## config.mk

```make
export PLATFORM = sky130hd
export DESIGN_NAME = i2c_reg_target
export DESIGN_NICKNAME = d
export VERILOG_FILES = /design/src/rtl/i2c_tgt_pkg.sv /design/src/rtl/i2c_line_sync.sv /design/src/rtl/i2c_reg_file.sv /design/src/rtl/i2c_reg_target.sv
export SDC_FILE = /design/constraint.sdc
export NUM_CORES = 1
export LEC_CHECK = 0
export ABC_AREA = 0
export CAP_MARGIN = 20
export CORE_MARGIN = 8
export CORE_UTILIZATION = 50
export CTS_BUF_LIST = sky130_fd_sc_hd__clkbuf_8
export DETAILED_ROUTE_END_ITERATION = 8
export PLACE_DENSITY = 0.69
export SYNTH_ARGS = -nofsm -noshare
export SYNTH_HDL_FRONTEND = slang
export SYNTH_SLANG_ARGS = --single-unit
export TNS_END_PERCENT = 10
```

## constraint.sdc

```tcl
create_clock -name clk_i -period 4.5 [get_ports clk_i]
set_input_delay 0.45 -clock clk_i [delete_from_list [all_inputs] [get_ports clk_i]]
set_output_delay 0.45 -clock clk_i [all_outputs]
set_load 0.05 [all_outputs]
```

## src/rtl/i2c_tgt_pkg.sv

```systemverilog
package i2c_tgt_pkg;
  typedef enum logic [2:0] {
    S_IDLE,
    S_ADDR,
    S_ADDR_ACK,
    S_RX,
    S_RX_ACK,
    S_TX,
    S_TX_ACK,
    S_SKIP
  } tgt_state_e;
endpackage

```

## src/rtl/i2c_line_sync.sv

```systemverilog
module i2c_line_sync #(
  parameter int STAGES = 2
) (
  input  logic clk_i,
  input  logic rst_ni,
  input  logic scl_i,
  input  logic sda_i,
  output logic scl_o,
  output logic sda_o,
  output logic scl_rise_o,
  output logic scl_fall_o,
  output logic start_o,
  output logic stop_o
);
  logic [STAGES-1:0] scl_sr, sda_sr;
  logic scl_d, sda_d;

  // idle bus is high on both lines
  always_ff @(posedge clk_i or negedge rst_ni) begin
    if (!rst_ni) begin
      scl_sr <= '1;
      sda_sr <= '1;
      scl_d  <= 1'b1;
      sda_d  <= 1'b1;
    end else begin
      scl_sr <= {scl_sr[STAGES-2:0], scl_i};
      sda_sr <= {sda_sr[STAGES-2:0], sda_i};
      scl_d  <= scl_sr[STAGES-1];
      sda_d  <= sda_sr[STAGES-1];
    end
  end

  assign scl_o      = scl_sr[STAGES-1];
  assign sda_o      = sda_sr[STAGES-1];
  assign scl_rise_o = scl_o & ~scl_d;
  assign scl_fall_o = ~scl_o & scl_d;
  assign start_o    = scl_o & scl_d & sda_d & ~sda_o;
  assign stop_o     = scl_o & scl_d & ~sda_d & sda_o;
endmodule

```

## src/rtl/i2c_reg_file.sv

```systemverilog
module i2c_reg_file #(
  parameter int NUM_REGS = 2,
  localparam int AW = $clog2(NUM_REGS)
) (
  input  logic                  clk_i,
  input  logic                  rst_ni,
  input  logic                  we_i,
  input  logic [AW-1:0]         waddr_i,
  input  logic [7:0]            wdata_i,
  input  logic [AW-1:0]         raddr_i,
  output logic [7:0]            rdata_o,
  output logic [8*NUM_REGS-1:0] regs_o
);
  logic [7:0] regs_q [NUM_REGS];

  for (genvar g = 0; g < NUM_REGS; g++) begin : g_reg
    always_ff @(posedge clk_i or negedge rst_ni) begin
      if (!rst_ni)                           regs_q[g] <= 8'h00;
      else if (we_i && waddr_i == AW'(g))    regs_q[g] <= wdata_i;
    end
    assign regs_o[8*g +: 8] = regs_q[g];
  end

  assign rdata_o = regs_q[raddr_i];

  // a write strobe lands its byte at the addressed register
  a_r4_write_lands: assert property (@(posedge clk_i) disable iff (!rst_ni)
    we_i |=> regs_q[$past(waddr_i)] == $past(wdata_i));
endmodule

```

## src/rtl/i2c_reg_target.sv

```systemverilog
module i2c_reg_target
  import i2c_tgt_pkg::*;
#(
  parameter logic [6:0] DEV_ADDR    = 7'h2A,
  parameter int         NUM_REGS    = 2,
  parameter int         SYNC_STAGES = 2,
  localparam int        AW          = $clog2(NUM_REGS)
) (
  input  logic                  clk_i,
  input  logic                  rst_ni,
  input  logic                  scl_i,
  input  logic                  sda_i,
  output logic                  sda_oe_o,
  output logic [8*NUM_REGS-1:0] reg_q_o
);
  logic scl_s, sda_s, scl_rise, scl_fall, start, stop;

  i2c_line_sync #(.STAGES(SYNC_STAGES)) u_sync (
    .clk_i, .rst_ni, .scl_i, .sda_i,
    .scl_o(scl_s), .sda_o(sda_s), .scl_rise_o(scl_rise),
    .scl_fall_o(scl_fall), .start_o(start), .stop_o(stop)
  );

  tgt_state_e state_q;
  logic [7:0]    rx_q, tx_q, rd_data;
  logic [2:0]    bit_cnt_q;
  logic          byte_done_q, rw_q, first_wr_q, host_ack_q, oe_q;
  logic [AW-1:0] cnt_q, cnt_inc;
  logic          wr_en;

  assign cnt_inc = cnt_q + 1'b1;
  assign wr_en   = (state_q == S_RX) && scl_fall && byte_done_q && !first_wr_q;

  i2c_reg_file #(.NUM_REGS(NUM_REGS)) u_regs (
    .clk_i, .rst_ni,
    .we_i(wr_en), .waddr_i(cnt_q), .wdata_i(rx_q),
    .raddr_i(cnt_q), .rdata_o(rd_data), .regs_o(reg_q_o)
  );

  always_ff @(posedge clk_i or negedge rst_ni) begin
    if (!rst_ni) begin
      state_q     <= S_IDLE;
      rx_q        <= '0;
      tx_q        <= '0;
      bit_cnt_q   <= '0;
      byte_done_q <= 1'b0;
      rw_q        <= 1'b0;
      first_wr_q  <= 1'b1;
      host_ack_q  <= 1'b0;
      oe_q        <= 1'b0;
      cnt_q       <= '0;
    end else if (start) begin
      state_q     <= S_ADDR;
      bit_cnt_q   <= '0;
      byte_done_q <= 1'b0;
      first_wr_q  <= 1'b1;
      oe_q        <= 1'b0;
    end else if (stop) begin
      state_q     <= S_IDLE;
      byte_done_q <= 1'b0;
      oe_q        <= 1'b0;
    end else begin
      unique case (state_q)
        S_ADDR, S_RX: begin
          if (scl_rise) begin
            rx_q      <= {rx_q[6:0], sda_s};
            bit_cnt_q <= bit_cnt_q + 1'b1;
            if (bit_cnt_q == 3'd7) byte_done_q <= 1'b1;
          end else if (scl_fall && byte_done_q) begin
            byte_done_q <= 1'b0;
            if (state_q == S_ADDR) begin
              if (rx_q[7:1] == DEV_ADDR) begin
                oe_q    <= 1'b1;
                rw_q    <= rx_q[0];
                state_q <= S_ADDR_ACK;
              end else begin
                state_q <= S_SKIP;
              end
            end else begin
              oe_q    <= 1'b1;
              state_q <= S_RX_ACK;
              if (first_wr_q) begin
                cnt_q      <= rx_q[AW-1:0];
                first_wr_q <= 1'b0;
              end else begin
                cnt_q <= cnt_inc;
              end
            end
          end
        end
        S_ADDR_ACK: if (scl_fall) begin
          bit_cnt_q <= '0;
          if (rw_q) begin
            tx_q    <= rd_data;
            oe_q    <= ~rd_data[7];
            state_q <= S_TX;
          end else begin
            oe_q    <= 1'b0;
            state_q <= S_RX;
          end
        end
        S_RX_ACK: if (scl_fall) begin
          oe_q    <= 1'b0;
          state_q <= S_RX;
        end
        S_TX: if (scl_fall) begin
          if (bit_cnt_q == 3'd7) begin
            oe_q    <= 1'b0;
            cnt_q   <= cnt_inc;
            state_q <= S_TX_ACK;
          end else begin
            tx_q      <= {tx_q[6:0], 1'b0};
            oe_q      <= ~tx_q[6];
            bit_cnt_q <= bit_cnt_q + 1'b1;
          end
        end
        S_TX_ACK: begin
          if (scl_rise) host_ack_q <= ~sda_s;
          else if (scl_fall) begin
            if (host_ack_q) begin
              tx_q      <= rd_data;
              oe_q      <= ~rd_data[7];
              bit_cnt_q <= '0;
              state_q   <= S_TX;
            end else begin
              state_q <= S_SKIP;
            end
          end
        end
        default: ;
      endcase
    end
  end

  assign sda_oe_o = oe_q;

  // drive is frozen across an SCL high phase
  a_r10_oe_quiet_scl_high: assert property (@(posedge clk_i) disable iff (!rst_ni)
    (scl_s && !scl_rise) |-> ($stable(sda_oe_o) || start || stop));
  // a target that has dropped out never pulls SDA
  a_r3_skip_released: assert property (@(posedge clk_i) disable iff (!rst_ni)
    (state_q == S_SKIP) |-> !sda_oe_o);
  // START rearms address reception, counter kept
  a_r1_start_rearms: assert property (@(posedge clk_i) disable iff (!rst_ni)
    start |=> (state_q == S_ADDR && bit_cnt_q == 3'd0 && cnt_q == $past(cnt_q)));
  // STOP returns to idle with SDA released
  a_r1_stop_idle: assert property (@(posedge clk_i) disable iff (!rst_ni)
    stop |=> (state_q == S_IDLE && !sda_oe_o));
  // counter advances once a read byte has been shifted out
  a_r5_tx_advance: assert property (@(posedge clk_i) disable iff (!rst_ni)
    (state_q == S_TX && scl_fall && bit_cnt_q == 3'd7) |=> cnt_q == $past(cnt_inc));
endmodule

```

==> results of run 1 <==
-- routing by layer --
layer	global-route usage	part of all wire
met5	0	0
met4	0.0462	0.0080
met3	0.0306	0.027
met2	0.208	0.47
met1	0.186	0.49
-- power by group through the flow --
stage / Sequential (mW) / Combinational, mW / Clock, mW
3_3_place_gp: 0.626 / 0.404 / 0
5_1_grt: 0.632 / 0.448 / 0.313
3_5_place_dp: 0.628 / 0.410 / 0
2_1_floorplan: 0.569 / 0.387 / 0
6_report: 0.620 / 0.406 / 0.287
4_1_cts: 0.620 / 0.411 / 0.298
-- layout make-up --
cell class,count,area share
clock buffer,7,0.0343
inverter,3,0.00401
multi-input combinational,151,0.417
clock inverter,1,0.00312
timing repair buffer,21,0.0722
sequential,49,0.440
tap,67,0.0299
-- through the flow --
step / utilization / cell area (um2)
3_5_place_dp: 0.572 / 2700
5_1_grt: 0.594 / 2810
6_report: 0.594 / 2810
2_1_floorplan: - / 2460
3_3_place_gp: 0.572 / 2700
4_1_cts: 0.594 / 2810
-- state kept, by name, indices dropped and copies added (netlist names) --
signal         cells
u_sync.scl_d       1
sda_oe_o           1
byte_done_q        1
bit_cnt_q          3
cnt_q              1
u_sync.scl_sr      2
u_sync.sda_sr      2
state_q            3
u_sync.sda_d       1
rx_q               8
tx_q               7
rw_q               1
host_ack_q         1
first_wr_q         1
u_regs.regs_o     16
-- worst reg2reg max path: stages (launching register included) --
cell	delay (ps)
dfrtp_1	740
nand3b_4	270
nand2_1	210
o21ai_2	100
a221oi_4	340
mux2_4	330
-- logic make-up (layout without fill, tap and decap cells) --
family,Yosys count,in the layout,synth area share
simple gates,65,65,0.169
flops,49,49,0.502
compound gates,46,46,0.125
mux,37,37,0.168
buf+inv,11,32,0.0229
fa+ha+maj,2,2,0.0102
xor+xnor,1,1,0.00356
-- placed cells by master (no fill, tap or decap), types with 2 or more instances in the layout --
cell | Yosys | final
nor2b_1 | 3 | 3
o31ai_1 | 2 | 2
a31oi_1 | 2 | 2
mux2_4 | 2 | 2
dfstp_2 | 7 | 7
a32o_1 | 3 | 3
mux2i_1 | 8 | 8
ha_1 | 2 | 2
clkdlybuf4s50_1 | 0 | 19
nand2b_4 | 2 | 2
nand2_2 | 2 | 2
a211oi_1 | 2 | 2
mux2_1 | 7 | 7
inv_1 | 3 | 3
o21ai_0 | 17 | 17
nand2b_1 | 2 | 2
dfrtp_1 | 42 | 42
clkbuf_8 | 0 | 7
nand2_1 | 22 | 22
nand3_1 | 4 | 4
mux2_2 | 20 | 20
o21ai_2 | 2 | 2
nand3b_1 | 4 | 4
nor2_1 | 10 | 10
nor3b_1 | 4 | 4
o22ai_1 | 3 | 3
a21oi_1 | 5 | 5
o21ai_1 | 5 | 5
and3_2 | 2 | 2
-- path summary, 6_finish.rpt --
| check | startpoint | end | slack (ps) | depth (start not counted) |
|---|---|---|---|---|
| worst max-delay path | state_q[0] | bit_cnt_q[1] | 2400 | 5 |
| worst min-delay path | rst_ni | host_ack_q | 240 | 2 |
| worst max register to register | state_q[0] | bit_cnt_q[1] | 2400 | 5 |
| worst min register to register | u_sync.scl_sr[0] | u_sync.scl_sr[1] | 360 | 0 |
| max in group asynchronous | rst_ni | bit_cnt_q[1] | 3860 | 2 |
| min in group clk_i | u_sync.scl_sr[0] | u_sync.scl_sr[1] | 360 | 0 |
==> impl_metrics.py, run 1 <==
metrics = {
    "outcome": {
        "status": "complete, no violations",
    },
    "yosys": {
        "synth_edf_count": 0,
        "synth_common_cells": "42 x dfrtp_1, 22 x nand2_1, 20 x mux2_2",
        "yosysTopAreaCellShare": 0.427,
        "synth.lib_cells_used.distinct": 47,
        "synth_most_common_cell": "dfrtp_1",
        "synth_top_area_cell": "dfrtp_1",
        "synth_warnings": 0,
        "synth_area_mm2": 0.00246,
        "ys_seq_area_frac": 0.502,
        "synth.net_count": 217,
        "synthCells": 211,
        "syn_area_per_cell_um2": 11.7,
        "synth_seq_cells": 49,
        "async_reset_ff_frac": 1.00,
        "synth_area_leaders": "dfrtp_1 43%, mux2_2 9.2%, dfstp_2 7.5%",
        "synth_flop_cell": "dfrtp_1",
    },
    "power": {
        "p_sw_frac": 0.349,
        "leakagePower_nw": 1.26,
        "p_total_mw": 1.31,
        "p_seq_frac": 0.472,
        "p_per_area_mw_per_mm2": 467,
        "pwr-share-clk": 0.218,
        "ir_drop_v": 0.000234,
        "intPower_uw": 854,
        "combinationalPowerShare": 0.309,
        "p_sw_uw": 458,
    },
    "final_layout": {
        "layout-drive-gt1-share": 0.241,
        "antennaDiodeCount": 0,
        "multi_input_area_mm2": 0.00117,
        "final.fill_count": 403,
        "finalNonFillerCells": 299,
        "synthToLayoutAreaGrowth_pct": 14.1,
        "seqCellArea_mm2": 0.00123,
        "finalNetCount": 237,
    },
    "detailed_routing": {
        "drt-total-wl_mm": 4.77,
        "vias": 1613,
        "drt_iter0_markers": 101,
        "via_per_inst": 5.39,
        "wl_per_cell_um": 15.9,
        "ant_nets": 0,
        "dr.pass1.iters": 4,
        "drc_errors": 0,
    },
    "grt": {
        "grt_max_degree": 50,
        "grt_antenna_before_repair": 0,
        "grt_pass1_vias": 1567,
        "grt_usage": 0.137,
        "grt_pass1_wl_mm": 7.98,
        "overflow": 0,
    },
    "job": {
        "cap_violations": 0,
    },
    "placement": {
        "place_congestion": 0.833,
        "place_inst": 291,
        "place_ws_ps": 2420,
        "port_buffers": 20,
        "place_hpwl_mm": 3.38,
    },
    "setup_path": {
        "crit_arrival_ps": 2280,
        "worst-path-buf-inv": 0,
        "cp-end-kind": "register",
        "worst_ep_required_time_ps": 4680,
        "slowest_stage": "dfrtp_1",
        "crit_path_max_fanout": 19,
        "cpPeakStageDelay_ps": 740,
        "path_class": "reg2reg",
        "critPathTopFamily": "flip-flops",
        "path_cells": "nand3b_4, nand2_1, o21ai_2, a221oi_4, mux2_4",
        "critPathLaunchType": "register",
    },
    "timing": {
        "setup_ws_ps": 2400,
        "max_slew.worst_pin.slew_ps": 652,
        "setup_tns_ps": 0,
        "grt_setup_unrepaired": "no",
        "setup_viol": 0,
        "final.setup_skew_ps": 8.29,
        "hold_viol_final": 0,
        "drv_slew": 0,
        "period_minus_slack_ps": 2100,
        "relSlewSlack": 0.565,
        "timing.fmax_ghz": 0.477,
        "period_share": 0.466,
        "hold_slack_ps": 241,
    },
    "floorplan": {
        "core_mm2": 0.00472,
        "die_area_mm2": 0.00742,
        "die_y_um": 86.2,
        "ios": 21,
        "start_util": 0.521,
        "die_w_um": 86.2,
        "placementRows": 25,
    },
    "cts": {
        "worstSkewPairLatency_ps": 300,
        "cts_hold_buffers": 0,
        "cts_buffers": 5,
        "cts_tree": "built",
        "cts_resized": 0,
        "post_cts.repair.setup_buffers": 0,
        "clk_path_buf_depth": 2,
        "h-tree-depth": 2,
        "clockRootBuffer": "clkbuf_8",
        "clkTransAtPathRegs_ps": 90,
        "cts.sinks": 49,
    },
    "min_path": {
        "hp-class": "in2async",
    },
}
Power figures use the tool's default switching activity.
==> run 2: changes to the inputs <==
==> constraint.sdc (replaced) <==
create_clock -name clk_i -period 2 [get_ports clk_i]
set_input_delay 0.2 -clock clk_i [delete_from_list [all_inputs] [get_ports clk_i]]
set_output_delay 0.2 -clock clk_i [all_outputs]
set_load 0.05 [all_outputs]
==> run 2 against run 1 <==
Compared with the run above: clock skew grew 2.3 ps; power grew 140%; flip-flop and latch count is the same; critical path depth grew 2; fmax grew 10%; worst hold slack gained 49 ps; global-route usage grew 1.8 points; first-iteration DRC count grew 24%; register-to-register slack lost 2300 ps; critical endpoint unchanged; largest power group unchanged.
==> impl_metrics.py, run 2 (synthesis results as in run 1) <==
metrics = {
    "grt": {
        "grt_usage": 0.154,
        "grt_antenna_before_repair": 0,
        "grt_max_degree": 26,
        "overflow": 0,
        "grt_pass1_wl_mm": 8.89,
        "grt_pass1_vias": 1757,
    },
    "setup_path": {
        "worst-path-buf-inv": 0,
        "path_cells": "ha_1, ha_2, and3b_1, o21ai_2, o21ai_2, a221oi_4, mux2_4",
        "cpPeakStageDelay_ps": 400,
        "path_class": "reg2reg",
        "r2r_start": "bit_cnt_q[1]",
        "crit_arrival_ps": 2110,
        "critPathLaunchType": "register",
        "crit_path_max_fanout": 3,
        "cp_common_cell": "o21ai_2",
        "cp-end-kind": "register",
        "worst_ep_required_time_ps": 2210,
        "critPathTopFamily": "compound AO/OA/AOI/OAI gates",
        "slowest_stage": "dfrtp_1",
        "crit_start": "bit_cnt_q[1]",
    },
    "min_path": {
        "hp-class": "in2reg",
        "holdCritStartpoint": "scl_i",
    },
    "final_layout": {
        "mostFrequentLayoutCells": "42 x dfrtp_1, 22 x nand2_1, 20 x mux2_2",
        "antennaDiodeCount": 0,
        "layout-drive-gt1-share": 0.291,
        "final_common_cell": "dfrtp_1",
        "finalNetCount": 252,
        "seqCellArea_mm2": 0.00123,
        "multi_input_area_mm2": 0.00118,
        "final.fill_count": 394,
        "largest_reg_flops": 16,
        "synthToLayoutAreaGrowth_pct": 19.8,
    },
    "timing": {
        "final.setup_skew_ps": 10.6,
        "setup_viol": 0,
        "period_minus_slack_ps": 1900,
        "max_slew.worst_pin.slew_ps": 585,
        "hold_slack_ps": 290,
        "period_share": 0.952,
        "setup_tns_ps": 0,
        "drv_slew": 0,
        "timing.fmax_ghz": 0.525,
        "grt_setup_unrepaired": "no",
        "relSlewSlack": 0.610,
        "hold_viol_final": 0,
    },
    "placement": {
        "place_hpwl_mm": 3.72,
        "place_congestion": 0.889,
        "port_buffers": 20,
    },
    "power": {
        "ir_drop_v": 0.000613,
        "p_per_area_mw_per_mm2": 1050,
        "leakagePower_nw": 1.34,
    },
    "floorplan": {
        "placementRows": 25,
        "die_y_um": 86.2,
        "die_area_mm2": 0.00742,
        "die_w_um": 86.2,
        "ios": 21,
        "start_util": 0.521,
        "core_mm2": 0.00472,
    },
    "detailed_routing": {
        "ant_nets": 0,
        "drc_errors": 0,
        "via_per_inst": 5.51,
        "vias": 1730,
        "drt_iter0_markers": 125,
        "wl_per_cell_um": 16.6,
        "dr.pass1.iters": 4,
        "drt-total-wl_mm": 5.23,
    },
    "cts": {
        "cts_buffers": 5,
        "cts_tree": "built",
        "post_cts.repair.setup_buffers": 0,
        "cts.sinks": 49,
        "h-tree-depth": 2,
        "worstSkewPairLatency_ps": 320,
        "clkTransAtPathRegs_ps": 100,
        "clockRootBuffer": "clkbuf_8",
        "clk_path_buf_depth": 2,
    },
    "outcome": {
        "status": "complete, no violations",
    },
    "job": {
        "cap_violations": 0,
    },
}
[run 2: worst paths after layout]
check / end / slack, ps / cells past startpoint
min in group asynchronous: sda_oe_o / 410 / 2
setup reg to reg: bit_cnt_q[1] / 100 / 7
setup / recovery: bit_cnt_q[1] / 100 / 7
hold reg to reg: u_sync.scl_sr[1] / 360 / 0
max in group asynchronous: u_sync.sda_sr[0] / 980 / 3
hold / removal: u_sync.scl_sr[0] / 290 / 1
[run 2: area by class of cell]
type | count | area share
repair buffers | 36 | 0.116
clock buffers | 6 | 0.0280
well taps | 67 | 0.0284
multi-input cells | 151 | 0.400
flip-flops and latches | 49 | 0.419
inverters | 3 | 0.00382
clock inverters | 2 | 0.00467
[run 2: worst register-to-register path: cells and delay by family (launching register included)]
kind / cells / cell delay (ps)
mux: 1 / 330
fa+ha+maj: 2 / 360
simple gates: 1 / 160
compound gates: 3 / 550
flops: 1 / 400
[run 2: per-layer routing]
layer / global-route usage / vias up / share of wire
met5: 0 / - / 0
met4: 0.0621 / 0 / 0.016
met1: 0.204 / 868 / 0.48
li1: - / 828 / -
met2: 0.237 / 27 / 0.47
met3: 0.0334 / 7 / 0.039
[run 2: what timing repair did]
action	CTS	global route
hold buffers	1	0
hold endpoints to repair	18	0
endpoints found under the setup margin	0	3
resized for setup	0	2
[run 2: stage by stage]
stage / area, um2 / std cells / utilization / power (mW) / setup slack, ps
2_1_floorplan: 2460 / 211 / - / 2.15 / 95.7
3_3_place_gp: 2830 / 305 / 0.600 / 2.44 / 75.0
3_5_place_dp: 2830 / 305 / 0.600 / 2.47 / 49.5
4_1_cts: 2940 / 314 / 0.622 / 3.11 / 41.4
5_1_grt: 2950 / 314 / 0.624 / 3.29 / 8.43
6_report: 2950 / 314 / 0.624 / 3.10 / 96.0
[run 2: where the power goes]
group	switching, mW	internal (mW)	total (mW)
Combinational	0.571	0.572	1.14
Sequential	0.189	1.13	1.32
Clock	0.354	0.281	0.635
Total	1.11	1.99	3.10
